==> src/rtl/pport_pkg.sv <==
package pport_pkg;
  localparam int LINES = 4;
  localparam int DW    = 2 * LINES;

  localparam int CTL_ADDR  = 0;
  localparam int MODE_ADDR = 1;

  // position of nSelectIn inside the host-side line group
  localparam int SEL_IDX = 1;

  // mode register fields
  localparam int MODE_CLR_BIT = 0;
  localparam int MODE_STS_IE  = 1;
  localparam int MODE_DRQ_IE  = 2;

  typedef struct packed {
    logic drq_ie;
    logic sts_ie;
  } mode_t;

  // set/clear pair update: a low request beats a high request
  function automatic logic [LINES-1:0] next_drive(
    input logic [LINES-1:0] cur,
    input logic [LINES-1:0] hi,
    input logic [LINES-1:0] lo
  );
    return (cur | hi) & ~lo;
  endfunction

  function automatic logic [DW-1:0] pack_status(
    input logic             periph,
    input logic [LINES-1:0] ctl_s,
    input logic [LINES-1:0] sts_s,
    input logic             ack_s,
    input logic             illop,
    input logic             dreq,
    input logic             idle
  );
    if (periph) return {ctl_s, 1'b0, illop, dreq, idle};
    return {sts_s, ack_s, illop, dreq, idle};
  endfunction

  function automatic logic [DW-1:0] pack_mode(input mode_t m);
    return {{(DW-3){1'b0}}, m.drq_ie, m.sts_ie, 1'b0};
  endfunction
endpackage

==> src/rtl/pport_sync.sv <==
module pport_sync #(
  parameter int         W       = 4,
  parameter int         STAGES  = 2,
  parameter logic [W-1:0] RST_VAL = '1
) (
  input  logic         clk,
  input  logic         rst_n,
  input  logic [W-1:0] d,
  output logic [W-1:0] q
);
  logic [W-1:0] stage_q [STAGES];

  always_ff @(posedge clk or negedge rst_n) begin
    if (!rst_n) begin
      for (int i = 0; i < STAGES; i++) stage_q[i] <= RST_VAL;
    end else begin
      stage_q[0] <= d;
      for (int i = 1; i < STAGES; i++) stage_q[i] <= stage_q[i-1];
    end
  end

  assign q = stage_q[STAGES-1];
endmodule

==> src/rtl/pport_drive.sv <==
module pport_drive
  import pport_pkg::*;
(
  input  logic             clk,
  input  logic             rst_n,
  input  logic             wr_en,
  input  logic [LINES-1:0] hi,
  input  logic [LINES-1:0] lo,
  output logic [LINES-1:0] lines_q
);
  always_ff @(posedge clk or negedge rst_n) begin
    if (!rst_n)     lines_q <= '1;
    else if (wr_en) lines_q <= next_drive(lines_q, hi, lo);
  end
endmodule

==> src/rtl/pport_flags.sv <==
module pport_flags (
  input  logic clk,
  input  logic rst_n,
  input  logic periph,
  input  logic sel_fall,
  input  logic window_open,
  input  logic illop_clr,
  input  logic dreq_set,
  input  logic dreq_ack,
  input  logic sts_ie,
  input  logic drq_ie,
  output logic illop_q,
  output logic dreq_q,
  output logic irq
);
  logic illop_evt;

  assign illop_evt = periph && sel_fall && !window_open;

  // a new error in the same cycle as a clear is kept
  always_ff @(posedge clk or negedge rst_n) begin
    if (!rst_n)         illop_q <= 1'b0;
    else if (illop_evt) illop_q <= 1'b1;
    else if (illop_clr) illop_q <= 1'b0;
  end

  always_ff @(posedge clk or negedge rst_n) begin
    if (!rst_n)        dreq_q <= 1'b0;
    else if (dreq_set) dreq_q <= 1'b1;
    else if (dreq_ack) dreq_q <= 1'b0;
  end

  assign irq = (illop_q && sts_ie) || (dreq_q && drq_ie);
endmodule

==> src/rtl/pport_ctl.sv <==
module pport_ctl
  import pport_pkg::*;
#(
  parameter int ADDR_W      = 1,
  parameter int SYNC_STAGES = 2
) (
  input  logic              clk,
  input  logic              rst_n,
  input  logic              periph_mode,
  input  logic [ADDR_W-1:0] reg_addr,
  input  logic              reg_wr,
  input  logic [DW-1:0]     reg_wdata,
  output logic [DW-1:0]     reg_rdata,
  input  logic [LINES-1:0]  ctl_in,
  output logic [LINES-1:0]  ctl_out,
  output logic              ctl_oe,
  input  logic [LINES-1:0]  sts_in,
  input  logic              ack_in,
  output logic [LINES-1:0]  sts_out,
  output logic              sts_oe,
  input  logic              idle_in,
  input  logic              term_window,
  input  logic              dreq_set,
  input  logic              dma_ack,
  output logic              dma_req,
  output logic              irq
);
  localparam int SYNC_W = 2 * LINES + 2;

  // named internal events
  logic              wr_ctl, wr_mode;
  logic              wr_ctl_host, wr_ctl_periph;
  logic [LINES-1:0]  ctl_s, sts_s;
  logic              ack_s, idle_s;
  logic              sel_prev, sel_fall;
  logic              illop_q, dreq_q;
  mode_t             mode_q;

  assign wr_ctl        = reg_wr && (reg_addr == ADDR_W'(CTL_ADDR));
  assign wr_mode       = reg_wr && (reg_addr == ADDR_W'(MODE_ADDR));
  assign wr_ctl_host   = wr_ctl && !periph_mode;
  assign wr_ctl_periph = wr_ctl &&  periph_mode;

  pport_sync #(
    .W(SYNC_W), .STAGES(SYNC_STAGES), .RST_VAL({{(SYNC_W-1){1'b1}}, 1'b0})
  ) u_sync (
    .clk(clk), .rst_n(rst_n),
    .d({ctl_in, sts_in, ack_in, idle_in}),
    .q({ctl_s, sts_s, ack_s, idle_s})
  );

  always_ff @(posedge clk or negedge rst_n) begin
    if (!rst_n) sel_prev <= 1'b1;
    else        sel_prev <= ctl_s[SEL_IDX];
  end
  assign sel_fall = sel_prev && !ctl_s[SEL_IDX];

  pport_drive u_drv_ctl (
    .clk(clk), .rst_n(rst_n), .wr_en(wr_ctl_host),
    .hi(reg_wdata[DW-1:LINES]), .lo(reg_wdata[LINES-1:0]),
    .lines_q(ctl_out)
  );

  pport_drive u_drv_sts (
    .clk(clk), .rst_n(rst_n), .wr_en(wr_ctl_periph),
    .hi(reg_wdata[DW-1:LINES]), .lo(reg_wdata[LINES-1:0]),
    .lines_q(sts_out)
  );

  assign ctl_oe = !periph_mode;
  assign sts_oe =  periph_mode;

  always_ff @(posedge clk or negedge rst_n) begin
    if (!rst_n) mode_q <= '0;
    else if (wr_mode) begin
      mode_q.sts_ie <= reg_wdata[MODE_STS_IE];
      mode_q.drq_ie <= reg_wdata[MODE_DRQ_IE];
    end
  end

  pport_flags u_flags (
    .clk(clk), .rst_n(rst_n),
    .periph(periph_mode), .sel_fall(sel_fall), .window_open(term_window),
    .illop_clr(wr_mode && reg_wdata[MODE_CLR_BIT]),
    .dreq_set(dreq_set), .dreq_ack(dma_ack),
    .sts_ie(mode_q.sts_ie), .drq_ie(mode_q.drq_ie),
    .illop_q(illop_q), .dreq_q(dreq_q), .irq(irq)
  );

  assign dma_req = dreq_q;

  always_comb begin
    if (reg_addr == ADDR_W'(MODE_ADDR)) reg_rdata = pack_mode(mode_q);
    else reg_rdata = pack_status(periph_mode, ctl_s, sts_s, ack_s,
                                 illop_q, dreq_q, idle_s);
  end
endmodule

==> config.mk <==
export PLATFORM = sky130hd
export DESIGN_NAME = pport_ctl
export DESIGN_NICKNAME = d
export VERILOG_FILES = /design/src/rtl/pport_pkg.sv /design/src/rtl/pport_sync.sv /design/src/rtl/pport_drive.sv /design/src/rtl/pport_flags.sv /design/src/rtl/pport_ctl.sv
export SDC_FILE = /design/constraint.sdc
export NUM_CORES = 1
export LEC_CHECK = 0
export CAP_MARGIN = 20
export CORE_ASPECT_RATIO = 1.4
export CORE_MARGIN = 5
export CORE_UTILIZATION = 50
export CTS_CLUSTER_DIAMETER = 40
export DETAILED_ROUTE_END_ITERATION = 10
export DONT_BUFFER_PORTS = 1
export PLACE_DENSITY = 0.68
export SYNTH_ARGS = -nofsm -noshare
export SYNTH_HDL_FRONTEND = slang
export SYNTH_HIERARCHICAL = 1
export SYNTH_SLANG_ARGS = --single-unit
==> constraint.sdc <==
create_clock -name clk -period 1.45 [get_ports clk]
set_input_delay 0.3625 -clock clk [delete_from_list [all_inputs] [get_ports clk]]
set_output_delay 0.3625 -clock clk [all_outputs]
set_load 0.01 [all_outputs]
==> results of run 1 <==
power breakdown:
group	switching, uW	internal, uW	total (uW)
combinational	85.5	100	186
sequential	77.6	1060	1140
clock	281	184	466
total	445	1350	1790
kinds of logic after synthesis:
kind of cell           synth area share
flip-flops                        0.693
AO/OA/AOI/OAI                    0.0878
buffers and inverters            0.0959
AND/OR/NAND/NOR                  0.0515
multiplexers                     0.0716
worst max-delay path, stage by stage, from the launching register on:
cell and delay, ns:
dfstp_2 0.55, mux2i_1 0.07, nor2_2 0.14
sequential cells by signal, summed over array words and instances, names as in the netlist:
| name | cells |
|---|---|
| u_sync/q | 10 |
| u_sync/stage_q | 10 |
| u_drv_ctl/lines_q | 4 |
| u_drv_sts/lines_q | 4 |
| mode_q | 2 |
| sel_prev | 1 |
| u_flags/dreq_q | 1 |
| u_flags/illop_q | 1 |
area by class of cell:
cell class	instances	area, sq um	area share
multi-input combinational	39	287	0.204
clock inverter	2	10.0	0.00714
timing repair buffer	15	150	0.107
sequential	33	861	0.614
tap	34	42.5	0.0303
clock buffer	6	41.3	0.0294
inverter	3	11.3	0.00803
synthesized netlist by cell type, drive strengths merged:
master | n | share of area
mux2 | 4 | 0.039
nand2 | 2 | 0.0061
a21o | 1 | 0.0061
nor2b | 2 | 0.010
buf | 15 | 0.087
mux2i | 4 | 0.032
nor3b | 3 | 0.018
a22o | 1 | 0.0071
and3 | 1 | 0.0050
nor2 | 4 | 0.012
inv | 3 | 0.0091
dfrtp | 6 | 0.12
a21oi | 16 | 0.065
o22ai | 1 | 0.010
dfstp | 27 | 0.57
timing repair:
action | in CTS | in global routing
pin swaps | 1 | 1
setup endpoints to repair | 6 | 7
hold endpoints to repair | 33 | 9
resized for setup | 8 | 0
hold buffers | 2 | 9
buffers inserted | 1 | 1
per-stage QoR:
| step | std cells | total power (uW) | setup TNS [ns] | area (sq um) | hold WS [ns] |
|---|---|---|---|---|---|
| CTS | 122 | 1800 | -0.0847 | 1310 | 0.00491 |
| global placement | 111 | 1280 | 0 | 1190 | 0.0678 |
| detailed placement | 111 | 1290 | 0 | 1190 | 0.0678 |
| global route | 132 | 1890 | -0.283 | 1400 | 0.0136 |
| floorplan | 90 | 1280 | 0 | 1240 | 0.0669 |
| finish | 132 | 1790 | 0 | 1400 | 0.0543 |
layer usage:
layer / vias to the layer above / GRT usage
met5: - / 0
met4: 0 / 0.0689
met3: 7 / 0.0882
met2: 33 / 0.204
met1: 319 / 0.116
li1: 302 / -
how the worst max path moves through the flow:
| stage | from | endpoint | slack [ns] | depth (start not counted) |
|---|---|---|---|---|
| 2_1_floorplan | u_sync/q[1] | reg_rdata[3] | 0.20 | 2 |
| 3_3_place_gp | u_sync/q[1] | reg_rdata[3] | 0.25 | 1 |
| 3_5_place_dp | periph_mode | u_drv_sts/lines_q[3] | 0.14 | 5 |
| 4_1_cts | u_sync/q[7] | reg_rdata[5] | -0.04 | 2 |
| 5_1_grt | u_sync/q[8] | reg_rdata[6] | -0.05 | 2 |
| 6_report | u_sync/q[7] | reg_rdata[5] | 0.003 | 2 |
==> metrics.txt, run 1 <==
FF-to-FF Start u_sync/q[7]; overflow left after global routing 0; pin count of the biggest net entering global routing 34; buffer levels on the longest clock path 2; Filler Cells Inserted 195; nature of the critical path startpoint register; clock tree root driver cell clkbuf_4; critical path endpoint category primary output; die span in x 52.1 microns; type of the worst min-delay path primary input to register; Clk Latency, worst-skew pair 0.32 ns; leakage component of the power 0.000588 uW; estimated wirelength of the detail-placed design 1490 microns; I/O pin cnt 46; DRC marker count from the first detailed-route iteration 7; final hold vios 0; total number of vias 661; number of optimization iterations in the first detailed-route pass 3; number of nets with antenna violations after routing 0; Critical Setup Path Class register to primary output; average wire length per cell after detail routing 15.7 microns; minimum period implied by the final worst setup slack 1.45 ns; commonest non-fill, non-tap cell in the layout dfstp_2; count of synthesis-stage warnings from yosys 6; Cells on Worst Hold Path 0; count of unique library cells instantiated by Yosys 17; number of DRC violations after detailed routing 0; final count of pins violating max slew 0; full die area 0.00359 sq mm; area of the core 0.00239 sq mm; area grow syn2layout 13.1%; Syn Std Cell Area 0.00124 sq mm; Post-Route WL 2070 microns; setup slack of the worst register-to-register path 0.53 ns; initial antenna violation count 0; number of rows created at floorplan 21; total clock sinks 33; unrepaired setup endpoints after global routing yes; met3 routed wirelength 268 microns; pre-CTS setup slack 0.138 ns; uppermost routed layer met4; detailed-routing wirelength on met1 664 microns; number of global-route vias before repair 687; startpoint of the most critical hold path idle_in; R2R Path End u_flags/illop_q; floorplan die height 68.9 microns; worst relative slew slack 0.763; Final Net Count 123; average instance area after synthesis 13.8 sq um; share of synthesized area occupied by flip-flops and latches 0.693; H-Tree Depth 2; smallest setup slack after layout 0.00329 ns; leading cell types in the layout, fill and taps excluded dfstp_2 (27), a21oi_1 (16), dlygate4sd3_1 (10), clkbuf_4 (5), dfrtp_1 (5); maximum clock rate 691 MHz; post-DR vias/cell 5.01; initial core utilization 0.519; fraction of final layout cells with drive strength greater than 1 0.510; Worst Reg2Reg Path Length in Cells 4; RePlAce Congestion 0.624; CTS tree yes; post-synth net total 116; global-route wire length before repair 3040 microns; Synth Instances 90; met2 routed wirelength 1090 microns; largest fanout of any net on the critical path 2; final worst-path cycle share 0.998; Worst Hold Endpoint u_sync/stage_q[10]; power density relative to cell area 1280 mW/mm^2; antenna diode instance count 0; final count of negative-setup-slack endpoints 0; Worst VDD drop 0.000728 V; transition time at the pin with the least slew margin 0.354 ns; Critical Path AT 1.08 ns; number of buffers created by CTS 5; clock-pin slew of the registers on the worst-case setup and hold paths 0.10 ns; Max-cap violations 0; all-layer global routing usage 0.126; count of buffers from port buffering 0; Setup Skew 0.00566 ns; synthesis-stage register bit count 33; result of the run finished, final reports clean; Finished Core Util 0.587; worst path required time 1.09 ns
No activity file was read; power rests on OpenSTA's default activity.
==> inputs of run 2 (changes only) <==
Settings changed: MAX_ROUTING_LAYER set to met4.
==> metrics.txt, run 2 (synthesis gave the netlist of run 1 again) <==
leakage component of the power 0.000588 uW; power density relative to cell area 1280 mW/mm^2; unrepaired setup endpoints after global routing yes; Critical Path AT 1.08 ns; Final Net Count 123; Critical Setup Path Class register to primary output; maximum clock rate 691 MHz; commonest non-fill, non-tap cell in the layout dfstp_2; Filler Cells Inserted 195; initial antenna violation count 0; I/O pin cnt 46; number of optimization iterations in the first detailed-route pass 3; result of the run finished, final reports clean; Crit path max-delay family flip-flops; RePlAce Congestion 0.629; Post-Route WL 2070 microns; count of buffers from port buffering 0; Placed Cells 111; final worst-path cycle share 0.998; estimated wirelength of the detail-placed design 1490 microns; initial core utilization 0.519; number of nets with antenna violations after routing 0; largest fanout of any net on the critical path 2; smallest setup slack after layout 0.00305 ns; worst path required time 1.09 ns; minimum period implied by the final worst setup slack 1.45 ns; buffer levels on the longest clock path 2; type of the worst min-delay path primary input to register; antenna diode instance count 0; Setup Skew 0.00566 ns; H-Tree Depth 2; Max-cap violations 0; pre-CTS setup slack 0.138 ns; total number of vias 661; cell at the slowest stage of the critical path dfstp_2; global-route wire length before repair 3040 microns; fraction of final layout cells with drive strength greater than 1 0.510; sum of buffers and inverters on the critical path 0; number of rows created at floorplan 21; final count of negative-setup-slack endpoints 0; final cell count without fillers 132; leading cell types in the layout, fill and taps excluded dfstp_2 (27), a21oi_1 (16), dlygate4sd3_1 (10), clkbuf_4 (5), dfrtp_1 (5); floorplan die height 68.9 microns; number of DRC violations after detailed routing 0; overflow left after global routing 0; transition time at the pin with the least slew margin 0.354 ns; Clk Latency, worst-skew pair 0.32 ns; final count of pins violating max slew 0; critical path endpoint category primary output; Multi-input gate area 287 sq um; largest incremental delay on the critical path 0.55 ns; final hold vios 0; die span in x 52.1 microns; post-DR vias/cell 5.01; number of buffers created by CTS 5; area of the core 0.00239 sq mm; nature of the critical path startpoint register; area occupied by registers 861 sq um; Worst VDD drop 0.000728 V; total clock sinks 33; CP Cell Sequence mux2i_1 -> nor2_2; DRC marker count from the first detailed-route iteration 10; average wire length per cell after detail routing 15.7 microns; full die area 0.00359 sq mm; pin count of the biggest net entering global routing 34; area grow syn2layout 13.1%; clock tree root driver cell clkbuf_4; CTS tree yes; number of global-route vias before repair 686; all-layer global routing usage 0.130; clock-pin slew of the registers on the worst-case setup and hold paths 0.10 ns; worst relative slew slack 0.763
-- run 2: cell counts in the layout (fill, tap and decap cells not counted) --
Identical to the previous run, type by type.
-- run 2: per-layer routing --
layer,vias to the layer above,track usage,part of all wire
met4,0,0.0689,0.022
met2,33,0.204,0.52
met1,319,0.117,0.32
li1,302,-,-
met3,7,0.0860,0.13
met5,-,-,0
-- run 2: area by class of cell --
| type | count | area share |
|---|---|---|
| Clock buffer | 6 | 0.0294 |
| Timing Repair Buffer | 15 | 0.107 |
| Clock inverter | 2 | 0.00714 |
| Tap cell | 34 | 0.0303 |
| Multi-Input combinational cell | 39 | 0.204 |
| Sequential cell | 33 | 0.614 |
| Inverter | 3 | 0.00803 |
-- run 2: worst paths after layout --
check | start | to | slack (ns) | cells after the start
min in group asynchronous | rst_n | u_sync/q[0] | 0.47 | 2
worst min register to register | u_sync/stage_q[17] | u_sync/q[7] | 0.35 | 0
worst min-delay path | idle_in | u_sync/stage_q[10] | 0.05 | 0
max in group asynchronous | rst_n | u_sync/q[9] | 0.73 | 2
worst max register to register | u_sync/q[7] | u_flags/illop_q | 0.53 | 4
worst max-delay path | u_sync/q[7] | reg_rdata[5] | 0.003 | 2
-- run 2: worst register-to-register path, stage by stage, from the launching register on --
cell and delay [ns]:
dfstp_2 0.55, buf_4 0.11, nor2b_1 0.04, nand2_1 0.06, o22ai_2 0.07
-- run 2: what timing repair did --
item,CTS,global route
pin swaps,1,1
cloned,0,0
gates resized for setup,8,0
buffers inserted,1,1
hold buffers,2,9
endpoints found under the setup margin,6,7
hold endpoints to repair,33,9
-- run 2: power by group --
group,switching (uW),internal [uW]
clock,282,184
sequential,77.6,1060
combinational,85.5,100
total,445,1350
-- run 2: metrics by stage --
stage | setup TNS (ns) | utilization | hold WS, ns | power [uW] | cell area, sq um
final | 0 | 0.587 | 0.0541 | 1790 | 1400
after global placement | 0 | 0.498 | 0.0678 | 1280 | 1190
after global routing | -0.283 | 0.587 | 0.0136 | 1890 | 1400
after floorplan | 0 | - | 0.0669 | 1280 | 1240
after CTS | -0.0847 | 0.546 | 0.00491 | 1800 | 1310
after detailed placement | 0 | 0.498 | 0.0678 | 1290 | 1190
==> inputs of run 3 (changes only) <==
Settings changed: CAP_MARGIN 20 to unset, PLACE_DENSITY 0.68 to 0.71, SLEW_MARGIN set to 5.
Clock period 1.45 ns to 1.25 ns, I/O delays scaled along.
==> metrics.txt, run 3 (synthesis gave the netlist of run 1 again) <==
Max-cap violations 0; number of post-CTS setup repair buffers 0; Switch Pwr 486 uW; minimum period implied by the final worst setup slack 1.46 ns; global-route wire length before repair 3220 microns; share of total power in sequential cells 0.641; clock-pin slew of the registers on the worst-case setup and hold paths 0.09 ns; worst relative slew slack 0.845; setup slack of the worst register-to-register path 0.35 ns; share of power burned in combinational logic 0.104; count of buffers from port buffering 0; part of the power in the clock network 0.255; floorplan die height 68.9 microns; Crit path max-delay family flip-flops; Critical Path AT 1.15 ns; number of buffers created by CTS 5; critical path endpoint category primary output; RePlAce Congestion 0.589; Filler Cells Inserted 187; final count of negative-setup-slack endpoints 8; CP Cell Sequence nor3b_4 -> buf_4; estimated wirelength of the detail-placed design 1400 microns; leakage component of the power 0.000582 uW; all-layer global routing usage 0.137; number of rows created at floorplan 21; Sw Share 0.237; initial core utilization 0.519; final hold vios 0; Setup Skew 0.00406 ns; leading cell types in the layout, fill and taps excluded dfstp_2 (27), a21oi_1 (16), dlygate4sd3_1 (11), clkbuf_4 (5), dfrtp_1 (5); power density relative to cell area 1470 mW/mm^2; hold slack 0.0283 ns; nature of the critical path startpoint register; Final Net Count 123; clock tree root driver cell clkbuf_4; Critical Setup Path Class register to primary output; Post-Route WL 2050 microns; largest incremental delay on the critical path 0.52 ns; commonest non-fill, non-tap cell in the layout dfstp_2; pin count of the biggest net entering global routing 34; initial antenna violation count 0; Worst VDD drop 0.000899 V; Clk Latency, worst-skew pair 0.32 ns; total negative slack for setup checks -0.954 ns; number of global-route vias before repair 729; cell at the slowest stage of the critical path dfstp_2; total number of vias 671; DRC marker count from the first detailed-route iteration 22; buffer levels on the longest clock path 2; number of optimization iterations in the first detailed-route pass 4; smallest setup slack after layout -0.209 ns; overflow left after global routing 0; full die area 0.00359 sq mm; fraction of final layout cells with drive strength greater than 1 0.480; maximum clock rate 685 MHz; violations in the final reports setup timing; worst path required time 0.94 ns; die span in x 52.1 microns; result of the run complete, but fails checks; post-DR vias/cell 5.08; sum of buffers and inverters on the critical path 1; Tot Pwr 2060 uW; largest fanout of any net on the critical path 1; average wire length per cell after detail routing 15.6 microns; number of nets with antenna violations after routing 0; area of the core 0.00239 sq mm; transition time at the pin with the least slew margin 0.233 ns; number of DRC violations after detailed routing 0; final worst-path cycle share 1.17; area grow syn2layout 13.1%; total clock sinks 33; I/O pin cnt 46; type of the worst min-delay path primary input to register; P_int 1570 uW; final count of pins violating max slew 0; antenna diode instance count 0; CTS tree yes; unrepaired setup endpoints after global routing yes; H-Tree Depth 2
==> run 3: timing repair <==
| action | 4_1_cts | 5_1_grt |
|---|---|---|
| gates cloned | 0 | 0 |
| hold buffers | 12 | 0 |
| resized for setup | 7 | 1 |
| pin swaps | 1 | 1 |
| endpoints found under the setup margin | 8 | 8 |
| hold endpoints to repair | 43 | 0 |
==> run 3: layer usage <==
| metal | part of all wire | track usage |
|---|---|---|
| met1 | 0.35 | 0.126 |
| met2 | 0.52 | 0.226 |
| met3 | 0.098 | 0.0559 |
| met4 | 0.032 | 0.0984 |
| met5 | 0 | - |
==> run 3: final cells by class <==
| type | count | area, sq um | area share |
|---|---|---|---|
| well taps | 34 | 42.5 | 0.0303 |
| clock buffers | 8 | 48.8 | 0.0348 |
| multi-input cells | 39 | 287 | 0.204 |
| flip-flops and latches | 33 | 861 | 0.614 |
| repair buffers | 15 | 153 | 0.109 |
| inverters | 3 | 11.3 | 0.00803 |
==> run 3: worst reg2reg max path, delay by kind of cell, from the launching register on <==
kind	cells	cell delay, ns
compound gates	1	0.10
flops	1	0.52
simple gates	2	0.21
==> run 3: through the flow <==
stage	setup WS, ns	std cells	util	cell area (sq um)
floorplan	0.0489	90	-	1240
global placement	0.144	112	0.501	1200
detailed placement	0.112	112	0.501	1200
CTS	-0.216	132	0.584	1400
global route	-0.265	132	0.587	1400
finish	-0.209	132	0.587	1400
==> run 3: path summary, 6_finish.rpt <==
kind,from,to,depth (start not counted)
max,u_sync/q[1],reg_rdata[3],2
min,reg_wdata[0],u_drv_ctl/lines_q[0],1
max reg2reg,sel_prev,u_flags/illop_q,3
min reg2reg,u_sync/stage_q[10],u_sync/q[0],0
max in group asynchronous,rst_n,u_sync/q[8],2
min in group asynchronous,rst_n,u_flags/illop_q,2
==> run 3: power groups by stage <==
stage | Sequential (uW) | Clock (uW) | Combinational [uW]
after detailed placement | 1340 | 0 | 153
after floorplan | 1320 | 0 | 166
after global routing | 1330 | 611 | 242
after CTS | 1320 | 563 | 215
final | 1320 | 525 | 214
after global placement | 1330 | 0 | 145
